## src/rtl/panel_timing_pkg.sv

```systemverilog
package panel_timing_pkg;
  parameter int HCW = 10;
  parameter int VCW = 9;
  parameter int FCW = 4;

  typedef struct packed {
    logic           ok;
    logic [HCW-1:0] h_act;
    logic [HCW-1:0] h_fp;
    logic [HCW-1:0] h_sw;
    logic [HCW-1:0] h_bp;
    logic [VCW-1:0] v_act;
    logic [VCW-1:0] v_fp;
    logic [VCW-1:0] v_sw;
    logic [VCW-1:0] v_bp;
  } tim_t;
endpackage

```

## src/rtl/panel_fmt_table.sv

```systemverilog
module panel_fmt_table
  import panel_timing_pkg::*;
(
  input  logic [FCW-1:0] code_i,
  output tim_t           tim_o
);
  function automatic tim_t mk(input int ha, input int hf, input int hs, input int hb,
                              input int va, input int vf, input int vs, input int vb);
    tim_t t;
    t.ok    = 1'b1;
    t.h_act = HCW'(ha);
    t.h_fp  = HCW'(hf);
    t.h_sw  = HCW'(hs);
    t.h_bp  = HCW'(hb);
    t.v_act = VCW'(va);
    t.v_fp  = VCW'(vf);
    t.v_sw  = VCW'(vs);
    t.v_bp  = VCW'(vb);
    return t;
  endfunction

  always_comb begin
    tim_o = '0;
    case (code_i)
      FCW'(2):          tim_o = mk(320, 359, 1, 241, 240, 4, 1, 17);
      FCW'(3):          tim_o = mk(360, 35, 1, 241, 240, 21, 1, 0);
      FCW'(5), FCW'(6): tim_o = mk(320, 38, 1, 50, 240, 4, 1, 17);
      FCW'(7):          tim_o = mk(640, 252, 1, 28, 320, 4, 1, 18);
      FCW'(8):          tim_o = mk(720, 252, 1, 24, 360, 4, 1, 18);
      FCW'(10):         tim_o = mk(720, 3, 1, 272, 480, 4, 1, 15);
      FCW'(11):         tim_o = mk(640, 3, 1, 272, 480, 4, 1, 15);
      default:          tim_o = '0;
    endcase
  end
endmodule

```

## src/rtl/panel_scan_ctr.sv

```systemverilog
module panel_scan_ctr
  import panel_timing_pkg::*;
(
  input  logic           clk,
  input  logic           rst_n,
  input  logic [FCW-1:0] fmt_i,
  output logic [FCW-1:0] fmt_q,
  output logic [HCW-1:0] h_q,
  output logic [VCW-1:0] v_q,
  output logic [HCW-1:0] h_d,
  output logic [VCW-1:0] v_d,
  output tim_t           tim_d
);
  localparam logic [FCW-1:0] FMT_RST = '0;

  tim_t           t_cur;
  tim_t           t_new;
  logic [FCW-1:0] fmt_d;
  logic [HCW-1:0] h_tot;
  logic [VCW-1:0] v_tot;
  logic           line_end;
  logic           frame_end;
  logic           reload;

  panel_fmt_table u_tab_cur (.code_i(fmt_q), .tim_o(t_cur));
  panel_fmt_table u_tab_new (.code_i(fmt_i), .tim_o(t_new));

  always_comb begin
    h_tot     = t_cur.h_act + t_cur.h_fp + t_cur.h_sw + t_cur.h_bp;
    v_tot     = t_cur.v_act + t_cur.v_fp + t_cur.v_sw + t_cur.v_bp;
    line_end  = (h_q == h_tot - HCW'(1));
    frame_end = t_cur.ok && line_end && (v_q == v_tot - VCW'(1));
    reload    = !t_cur.ok || frame_end;
    if (reload) begin
      fmt_d = fmt_i;
      tim_d = t_new;
      h_d   = '0;
      v_d   = '0;
    end else begin
      fmt_d = fmt_q;
      tim_d = t_cur;
      if (line_end) begin
        h_d = '0;
        v_d = v_q + VCW'(1);
      end else begin
        h_d = h_q + HCW'(1);
        v_d = v_q;
      end
    end
  end

  always_ff @(posedge clk or negedge rst_n) begin
    if (!rst_n) begin
      fmt_q <= FMT_RST;
      h_q   <= '0;
      v_q   <= '0;
    end else begin
      fmt_q <= fmt_d;
      h_q   <= h_d;
      v_q   <= v_d;
    end
  end
endmodule

```

## src/rtl/panel_sync_out.sv

```systemverilog
module panel_sync_out
  import panel_timing_pkg::*;
(
  input  logic           clk,
  input  logic           rst_n,
  input  logic [HCW-1:0] h_d,
  input  logic [VCW-1:0] v_d,
  input  tim_t           tim_d,
  input  logic [1:0]     sync_mode_i,
  input  logic           hs_pol_i,
  input  logic           vs_pol_i,
  input  logic           de_pol_i,
  output logic           hs_raw,
  output logic           vs_raw,
  output logic           de_raw,
  output logic           hsync_o,
  output logic           vsync_o,
  output logic           de_o,
  output logic [HCW-1:0] px_x_o,
  output logic [VCW-1:0] px_y_o,
  output logic           fmt_err_o
);
  logic [HCW-1:0] hs_beg, hs_end;
  logic [VCW-1:0] vs_beg, vs_end;
  logic           de_n, hs_n, vs_n, err_n;
  logic [HCW-1:0] x_n;
  logic [VCW-1:0] y_n;
  logic           emit_sync, emit_de;

  always_comb begin
    hs_beg = tim_d.h_act + tim_d.h_fp;
    hs_end = hs_beg + tim_d.h_sw;
    vs_beg = tim_d.v_act + tim_d.v_fp;
    vs_end = vs_beg + tim_d.v_sw;
    de_n   = tim_d.ok && (h_d < tim_d.h_act) && (v_d < tim_d.v_act);
    hs_n   = tim_d.ok && (h_d >= hs_beg) && (h_d < hs_end);
    vs_n   = tim_d.ok && (v_d >= vs_beg) && (v_d < vs_end);
    err_n  = !tim_d.ok;
    x_n    = de_n ? h_d : '0;
    y_n    = de_n ? v_d : '0;
  end

  always_ff @(posedge clk or negedge rst_n) begin
    if (!rst_n) begin
      hs_raw    <= 1'b0;
      vs_raw    <= 1'b0;
      de_raw    <= 1'b0;
      px_x_o    <= '0;
      px_y_o    <= '0;
      fmt_err_o <= 1'b0;
    end else begin
      hs_raw    <= hs_n;
      vs_raw    <= vs_n;
      de_raw    <= de_n;
      px_x_o    <= x_n;
      px_y_o    <= y_n;
      fmt_err_o <= err_n;
    end
  end

  // Mode 0: syncs, 1: syncs+DE, 2: DE only, 3: none.
  always_comb begin
    emit_sync = !sync_mode_i[1];
    emit_de   = sync_mode_i[1] ^ sync_mode_i[0];
    hsync_o   = (hs_raw & emit_sync) ~^ hs_pol_i;
    vsync_o   = (vs_raw & emit_sync) ~^ vs_pol_i;
    de_o      = (de_raw & emit_de) ~^ de_pol_i;
  end
endmodule

```

## src/rtl/panel_timing_gen.sv

```systemverilog
module panel_timing_gen
  import panel_timing_pkg::*;
(
  input  logic           clk,
  input  logic           rst_n,
  input  logic [3:0]     fmt_i,
  input  logic [1:0]     sync_mode_i,
  input  logic           hs_pol_i,
  input  logic           vs_pol_i,
  input  logic           de_pol_i,
  output logic           hsync_o,
  output logic           vsync_o,
  output logic           de_o,
  output logic [9:0]     px_x_o,
  output logic [8:0]     px_y_o,
  output logic           fmt_err_o
);
  logic           rst_meta, rst_sync_n;
  logic [FCW-1:0] cur_fmt;
  logic [HCW-1:0] h_cnt, h_nxt;
  logic [VCW-1:0] v_cnt, v_nxt;
  tim_t           tim_nxt;
  logic           hs_raw, vs_raw, de_raw;

  always_ff @(posedge clk or negedge rst_n) begin
    if (!rst_n) begin
      rst_meta   <= 1'b0;
      rst_sync_n <= 1'b0;
    end else begin
      rst_meta   <= 1'b1;
      rst_sync_n <= rst_meta;
    end
  end

  panel_scan_ctr u_ctr (
    .clk   (clk),
    .rst_n (rst_sync_n),
    .fmt_i (fmt_i),
    .fmt_q (cur_fmt),
    .h_q   (h_cnt),
    .v_q   (v_cnt),
    .h_d   (h_nxt),
    .v_d   (v_nxt),
    .tim_d (tim_nxt)
  );

  panel_sync_out u_out (
    .clk         (clk),
    .rst_n       (rst_sync_n),
    .h_d         (h_nxt),
    .v_d         (v_nxt),
    .tim_d       (tim_nxt),
    .sync_mode_i (sync_mode_i),
    .hs_pol_i    (hs_pol_i),
    .vs_pol_i    (vs_pol_i),
    .de_pol_i    (de_pol_i),
    .hs_raw      (hs_raw),
    .vs_raw      (vs_raw),
    .de_raw      (de_raw),
    .hsync_o     (hsync_o),
    .vsync_o     (vsync_o),
    .de_o        (de_o),
    .px_x_o      (px_x_o),
    .px_y_o      (px_y_o),
    .fmt_err_o   (fmt_err_o)
  );
endmodule

```

## config.mk

```make
export PLATFORM = sky130hd
export DESIGN_NAME = panel_timing_gen
export DESIGN_NICKNAME = d
export VERILOG_FILES = /design/src/rtl/panel_timing_pkg.sv /design/src/rtl/panel_fmt_table.sv /design/src/rtl/panel_scan_ctr.sv /design/src/rtl/panel_sync_out.sv /design/src/rtl/panel_timing_gen.sv
export SDC_FILE = /design/constraint.sdc
export NUM_CORES = 1
export LEC_CHECK = 0
export BUFFER_PORTS_ARGS = -buffer_cell sky130_fd_sc_hd__buf_2
export CAP_MARGIN = 20
export CORE_ASPECT_RATIO = 1.4
export CORE_MARGIN = 4
export CORE_UTILIZATION = 55
export CTS_CLUSTER_DIAMETER = 60
export DETAILED_ROUTE_END_ITERATION = 10
export HOLD_SLACK_MARGIN = 0.02
export PLACE_DENSITY = 0.77
export SLEW_MARGIN = 0
export SYNTH_ARGS = -nofsm -noshare
export SYNTH_HDL_FRONTEND = slang
export SYNTH_SLANG_ARGS = --single-unit
```

## constraint.sdc

```tcl
create_clock -name clk -period 4.13 [get_ports clk]
set_input_delay 0.826 -clock clk [delete_from_list [all_inputs] [get_ports clk]]
set_output_delay 0.826 -clock clk [all_outputs]
set_load 0.02 [all_outputs]
```

==> impl_results.md, run 1 <==
* FF+latch count, synth at 48
* Synth top area share at 24.5%
* Kind of critical path: reg2reg
* CP top delay family: adder cells
* Remaining global-route overflow at 0
* Post-route ant nets at 0
* CP dominant cell by count: ha_1
* Final GP Congestion at 0.970
* Adder-cell share of the synthesized area at 27.8%
* Post-synthesis simple-gate area fraction at 17.9%
* Period Utilization, post-route at 184%
* Slew headroom at 54.9%
* H-tree levels at 2
* Final nets at 954
* Max Clock Freq at 131 MHz
* Vias in the first global route at 6,048
* Chip Height at 125 µm
* Largest family of logic cells by synthesized area: adder cells
* Critical Path Max Stage Delay at 560 ps
* Slowest-stage cell, CP: fa_2
* Worst-Margin Slew at 672 ps
* Final setup viols at 46
* Biggest area consumer among synthesized cells: ha_1
* Setup WS post-layout at -3490 ps
* P&R area growth vs syn at 58.8%
* Area contributors post-synth: ha_1 (25%), dfrtp_1 (22%), xnor2_1 (7.0%), inv_1 (4.1%), xor2_1 (3.6%)
* Final Hold Violating Endpoints at 0
* Failing checks: setup timing
* IO Port Bufs at 33
* Die ar. at 0.0115 mm²
* Core ar. at 0.00951 mm²
* Share of layout cells above drive strength 1 at 48.6%
* Final core utilization at 90.3%
* Ys Warns at 0
* Synthesized area at 0.00541 mm²
* Clock Latency Late Sink at 310 ps
* Final slew viol count at 0
* Num ports at 34
* Post-Synthesis Cells at 593
* Syn nets at 719
* ANT cells at 0
* Via-per-instance ratio at 6.72
* Worst EP required at 4330 ps
* Hold-fix buffers, CTS at 0
* Crit path DAT at 7810 ps
* Bufs and invs on worst path at 7
* Largest net degree at the start of global routing at 47
* Synth Flop Type: dfrtp_1
* Largest fanout on the critical path at 5
* Die width at 91.8 µm
* GR Util All Layers at 33.5%
* Clock skew at 18.6 ps
* Synth Area in Compound Gates at 13.2%
* Initial core utilization at 56.9%
* Seq/Total Area, Yosys at 22.2%
* Setup TNS at -97,490 ps
* Residual DRC count at 0
* CTS tree: done
* Iter 0 DRT Violations at 775
* DP HPWL at 12,800 µm
* XOR/XNOR Fraction of Synth Area at 10.5%
* Drt pass-1 iters at 6
* Hold crit path type: reg2async
* # Max-Cap Violations at 0
* Mux contribution to synthesized area at 2.22%
* Worst Setup End Kind: register
* Clock root cell: clkbuf_16
* Critical path startpoint category: register
* Post-route minimum period at 7620 ps
* Yosys cell types at 59
* Status: finished, violations left
* Routed vias at 6,461
* Num CTS Buffers at 5
* Synthesized area per cell at 9.12 µm²
* FFs w/ async S/R, synth at 100%
* Post-synth EDFFs at 0
* RSZ-0062 raised after global routing: yes
* Row cnt at 42
* CTS clk-pin slew, worst paths at 70 ps
* Routed wire length at 27,500 µm
* WL/cell at 28.6 µm
* Sink Count at 48
* Initial antenna violation count at 0
* Clock Path Buffers at 2
* First-pass GRT wire length at 30,600 µm
through the flow:
stage	instances	instance area [µm²]	setup WS [ps]	hold slack, ps
after floorplan	593	5610	-2520	331
after global routing	961	8590	-3590	125
after global placement	901	6980	-2460	340
final	961	8590	-3490	115
after CTS	927	7650	-2490	301
after detailed placement	901	6980	-2690	336
layout make-up:
class,instances,area (µm²)
multi-input combinational,469,4790
timing repair buffer,244,2020
sequential,48,1200
fill,351,920
inverter,60,248
tap,132,165
clock buffer,5,125
clock inverter,3,42.5
registers in the layout, summed over array words and instances, names as in the netlist:
| register | flops |
|---|---|
| u_ctr.h_q | 10 |
| rst_sync_n | 1 |
| u_out.fmt_err_o | 1 |
| u_ctr.fmt_q | 4 |
| u_out.hs_raw | 1 |
| u_out.vs_raw | 1 |
| u_ctr.v_q | 9 |
| u_out.de_raw | 1 |
| u_out.px_x_o | 10 |
| u_out.px_y_o | 9 |
| rst_meta | 1 |
worst reg2reg max path, delay by kind of cell, from the launching register on:
kind,cells,cell delay [ps]
fa+ha+maj,9,2660
simple gates,7,1350
compound gates,9,1270
buf+inv,7,790
xor+xnor,2,710
flops,1,440
mux,1,310
repair_timing:
item,CTS,global route
cloned,1,3
pin swaps,38,44
gates resized for setup,65,132
endpoints found under the setup margin,46,46
setup buffers,17,35
path summary, 6_finish.rpt:
check                      slack [ps]            to  cells past startpoint            from
max in group asynchronous        3490  u_ctr.h_q[6]                      1      rst_sync_n
setup reg to reg                -3490  u_out.hs_raw                     35  u_ctr.fmt_q[1]
setup / recovery                -3490  u_out.hs_raw                     35  u_ctr.fmt_q[1]
hold reg to reg                   110  u_out.vs_raw                      0      rst_sync_n
hold / removal                    110  u_out.vs_raw                      0      rst_sync_n
min in group clk                  370    rst_sync_n                      0        rst_meta
routing by layer:
metal | part of all wire, % | GRT usage, %
met4 | 12 | 20.3
met2 | 45 | 61.1
met3 | 11 | 4.51
met1 | 32 | 36.1
met5 | 0 | 0
synth_stat cells, drive strengths merged (2+ instances only):
master	number
o21bai	5
nand2b	10
a21boi	2
o211ai	3
or3	2
inv	60
nor3b	4
nor2	44
nand3	14
nand2	36
a21o	15
clkbuf	7
nor4b	2
a31oi	4
and3	9
xnor2	43
a2111oi	2
a21oi	27
fa	9
nor3	21
or2	4
nor2b	11
xor2	22
buf	9
o31a	2
o21a	6
and2	2
ha	106
dfrtp	48
o21ai	27
mux2i	8
a211oi	6
nand4	9
placed cells by master (no fill, tap or decap), drive strengths merged, types with 2 or more instances in the layout:
cell type / n
o21ai: 27
a21oi: 27
nand2: 36
nor2: 44
clkbuf: 8
o211ai: 3
mux2i: 8
dfrtp: 48
inv: 60
o31a: 2
a21boi: 2
or2: 4
and2: 2
nor4b: 2
buf: 241
o21a: 6
fa: 9
nand3: 14
a211oi: 6
o21bai: 5
and3: 9
nand2b: 10
a31oi: 4
a2111oi: 2
nor3b: 4
nor3: 21
or3: 2
xnor2: 43
xor2: 22
nor2b: 11
nand4: 9
ha: 106
a21o: 15
cell families (layout without fill, tap and decap cells):
kind of cell | after synthesis | after routing
buffers and inverters | 76 | 312
AO/OA/AOI/OAI | 105 | 105
flip-flops | 48 | 48
XOR/XNOR | 65 | 65
multiplexers | 9 | 9
adder cells (fa/ha/maj) | 115 | 115
other | 1 | 1
AND/OR/NAND/NOR | 174 | 174
Power of run 1 is left out: the tool's default activity adds up to more than one toggle a clock period on the data nets, which glitch-free logic cannot reach.
==> run 2, diff against run 1 <==
ABC_AREA = 1   (was unset)
==> run 2 against run 1 <==
Compared with the run above:
- cell area up 1.0%
- largest cell class unchanged
- the run still ends with setup timing left
- register-to-register slack improved by 1200 ps
- via count is 2.3% lower
- routed wire length is 21% lower
- non-clock buffer count decreased by 10
- maximum frequency up 19%
- area after synthesis grew 6.1%
- setup slack improved by 1200 ps
- worst hold slack worse by 3.6 ps
==> impl_results.md, run 2 <==
* Share of layout cells above drive strength 1 at 43.5%
* R2r setup slk at -2250 ps
* Final Hold Violating Endpoints at 0
* Post-synthesis simple-gate area fraction at 27.7%
* Routed wl met3 at 1340 µm
* Clock Path Buffers at 2
* GR Util All Layers at 31.7%
* Final slew viol count at 0
* Post-route minimum period at 6380 ps
* Adder-cell share of the synthesized area at 26.2%
* Period Utilization, post-route at 155%
* Most common cell in the netlist: nand2_1
* Initial antenna violation count at 0
* Synth Area in Compound Gates at 7.56%
* Reg2Reg Depth at 39
* Largest net degree at the start of global routing at 47
* Synthesized area per cell at 7.56 µm²
* Num CTS Buffers at 5
* Synth Flop Type: dfrtp_1
* Synth top area share at 23.1%
* Ys Warns at 0
* Met1 Wirelength at 7470 µm
* Largest registers: u_ctr.h_q (10), u_out.px_x_o (10)
* Clock root cell: clkbuf_16
* XOR/XNOR Fraction of Synth Area at 6.41%
* Row cnt at 43
* Via-per-instance ratio at 5.58
* Max Clock Freq at 157 MHz
* Largest family of logic cells by synthesized area: simple AND/OR/NAND/NOR gates
* Area contributors post-synth: ha_1 (23%), dfrtp_1 (21%), nand2_1 (9.8%), inv_1 (9.2%), xor2_1 (4.9%)
* Syn nets at 885
* Seq/Total Area, Yosys at 20.9%
* CP dominant cell by count: inv_2
* Num ports at 34
* Setup crit end: u_out.hs_raw
* FFs w/ async S/R, synth at 100%
* Final setup viols at 46
* Post-Synthesis Cells at 759
* Yosys cell types at 47
* WL/cell at 19.3 µm
* Iter 0 DRT Violations at 580
* ANT cells at 0
* Setup WS post-layout at -2250 ps
* Worst Setup End Kind: register
* Slowest-stage cell, CP: fa_1
* First-pass GRT wire length at 30,100 µm
* Vias in the first global route at 6,282
* Failing checks: setup timing
* Sink Count at 48
* DP HPWL at 14,000 µm
* Dpl cells at 1,081
* H-tree levels at 2
* Largest fanout on the critical path at 5
* Core ar. at 0.0101 mm²
* Status: finished, violations left
* # Max-Cap Violations at 0
* Post-route cell area at 0.00868 mm²
* Residual DRC count at 0
* WL met2 at 11,500 µm
* Worst EP required at 4310 ps
* Clock skew at 4.05 ps
* CTS tree: done
* IO Port Bufs at 33
* Die width at 94.3 µm
* Chip Height at 129 µm
* FF+latch count, synth at 48
* Commonest cells after routing, fill and taps aside: buf_4 (168), nand2_1 (131), inv_1 (118), ha_1 (82), dfrtp_1 (47)
* Top layer in use: met4
* Post-route ant nets at 0
* CTS clk-pin slew, worst paths at 70 ps
* Routed vias at 6,310
* Biggest area consumer among synthesized cells: ha_1
* Post-route non-filler standard cell count at 1,130
* Critical R2R Capture: u_out.hs_raw
* RSZ-0062 raised after global routing: yes
* Critical path startpoint category: register
* Crit path DAT at 6570 ps
* WHS at 111 ps
* Remaining global-route overflow at 0
* Hold-fix buffers, CTS at 0
* Drt pass-1 iters at 7
* Reg2reg start: u_ctr.fmt_q[2]
* Synthesized area at 0.00574 mm²
* Die ar. at 0.0122 mm²
* Kind of critical path: reg2reg
* Clock Latency Late Sink at 300 ps
* Critical Path Max Stage Delay at 510 ps
* Worst Setup SP: u_ctr.fmt_q[2]
* # fillers at 487
* Hold crit path type: reg2async
* Initial core utilization at 57.1%
* Routed wire length at 21,800 µm
* Mux contribution to synthesized area at 0%
* Commonest non-fill, non-tap cell in the layout: buf_4
* Post-synth EDFFs at 0
* Final nets at 1,120
* Placed cell areas at 0.00735 mm²
* Top cells by count, synth: nand2_1 (150), inv_1 (140), ha_1 (106), nor2_1 (57), dfrtp_1 (48)
* Final GP Congestion at 0.929
* P&R area growth vs syn at 51.2%
-- run 2: changes by cell type after synthesis, moves of 11 or more --
cell / delta
xnor2_1: -33
inv_1: +81
nor2_4: +11
nor2_1: +13
nand2_1: +114
nor2b_1: -11
nor3_2: -13
nand3_1: +27
a21o_1: -15
-- run 2: repair_timing --
item                                    CTS  global route
buffers inserted                         27            15
pin swaps                                45            58
gates resized for setup                  89           100
endpoints found under the setup margin   46            46
cloned                                    1             1
-- run 2: cells by family after synthesis --
family / count (synthesis)
other: 1
AOI/OAI and AO/OA: 73
and+or+nand+nor: 323
buffers and inverters: 157
DFF: 48
adders and majority gates: 115
xor gates and xnor gates: 42
-- run 2: cell type report --
type	count	area, µm²	area share (%)
clock buffers	7	143	1.64
flip-flops and latches	48	1200	13.9
inverters	150	581	6.69
well taps	135	169	1.95
multi-input cells	555	4700	54.1
clock inverters	1	8.76	0.101
repair buffers	234	1880	21.6
-- run 2: layer usage --
metal | global-route usage [%] | vias to the layer above
li1 | - | 2894
met1 | 34.2 | 2966
met2 | 59.2 | 329
met3 | 4.21 | 121
met4 | 16.4 | 0
met5 | 0 | -
-- run 2: metrics by stage --
| stage | TNS (ps) | util [%] | setup WS (ps) |
|---|---|---|---|
| finish | -52010 | 86.3 | -2250 |
| global route | -62160 | 86.3 | -2550 |
| CTS | -44810 | 81.1 | -2080 |
| detailed placement | -52350 | 73.1 | -2450 |
| global placement | -42410 | 73.1 | -2090 |
| floorplan | -31400 | - | -2050 |
-- run 2: critical path, delay by kind of cell (launching register included) --
family / cells / cell delay, ps
fa+ha+maj: 6 / 2010
compound gates: 4 / 620
buf+inv: 8 / 700
xor+xnor: 2 / 340
flops: 1 / 450
simple gates: 19 / 2130
-- run 2: worst min path at each step --
stage | cells after the start | slack, ps | end
floorplan | 0 | 330 | rst_sync_n
global placement | 0 | 340 | rst_sync_n
detailed placement | 0 | 340 | rst_sync_n
CTS | 1 | 300 | rst_sync_n
global route | 0 | 130 | u_out.px_y_o[1]
finish | 0 | 110 | u_out.px_y_o[1]
Power of run 2 is left out for the same reason.
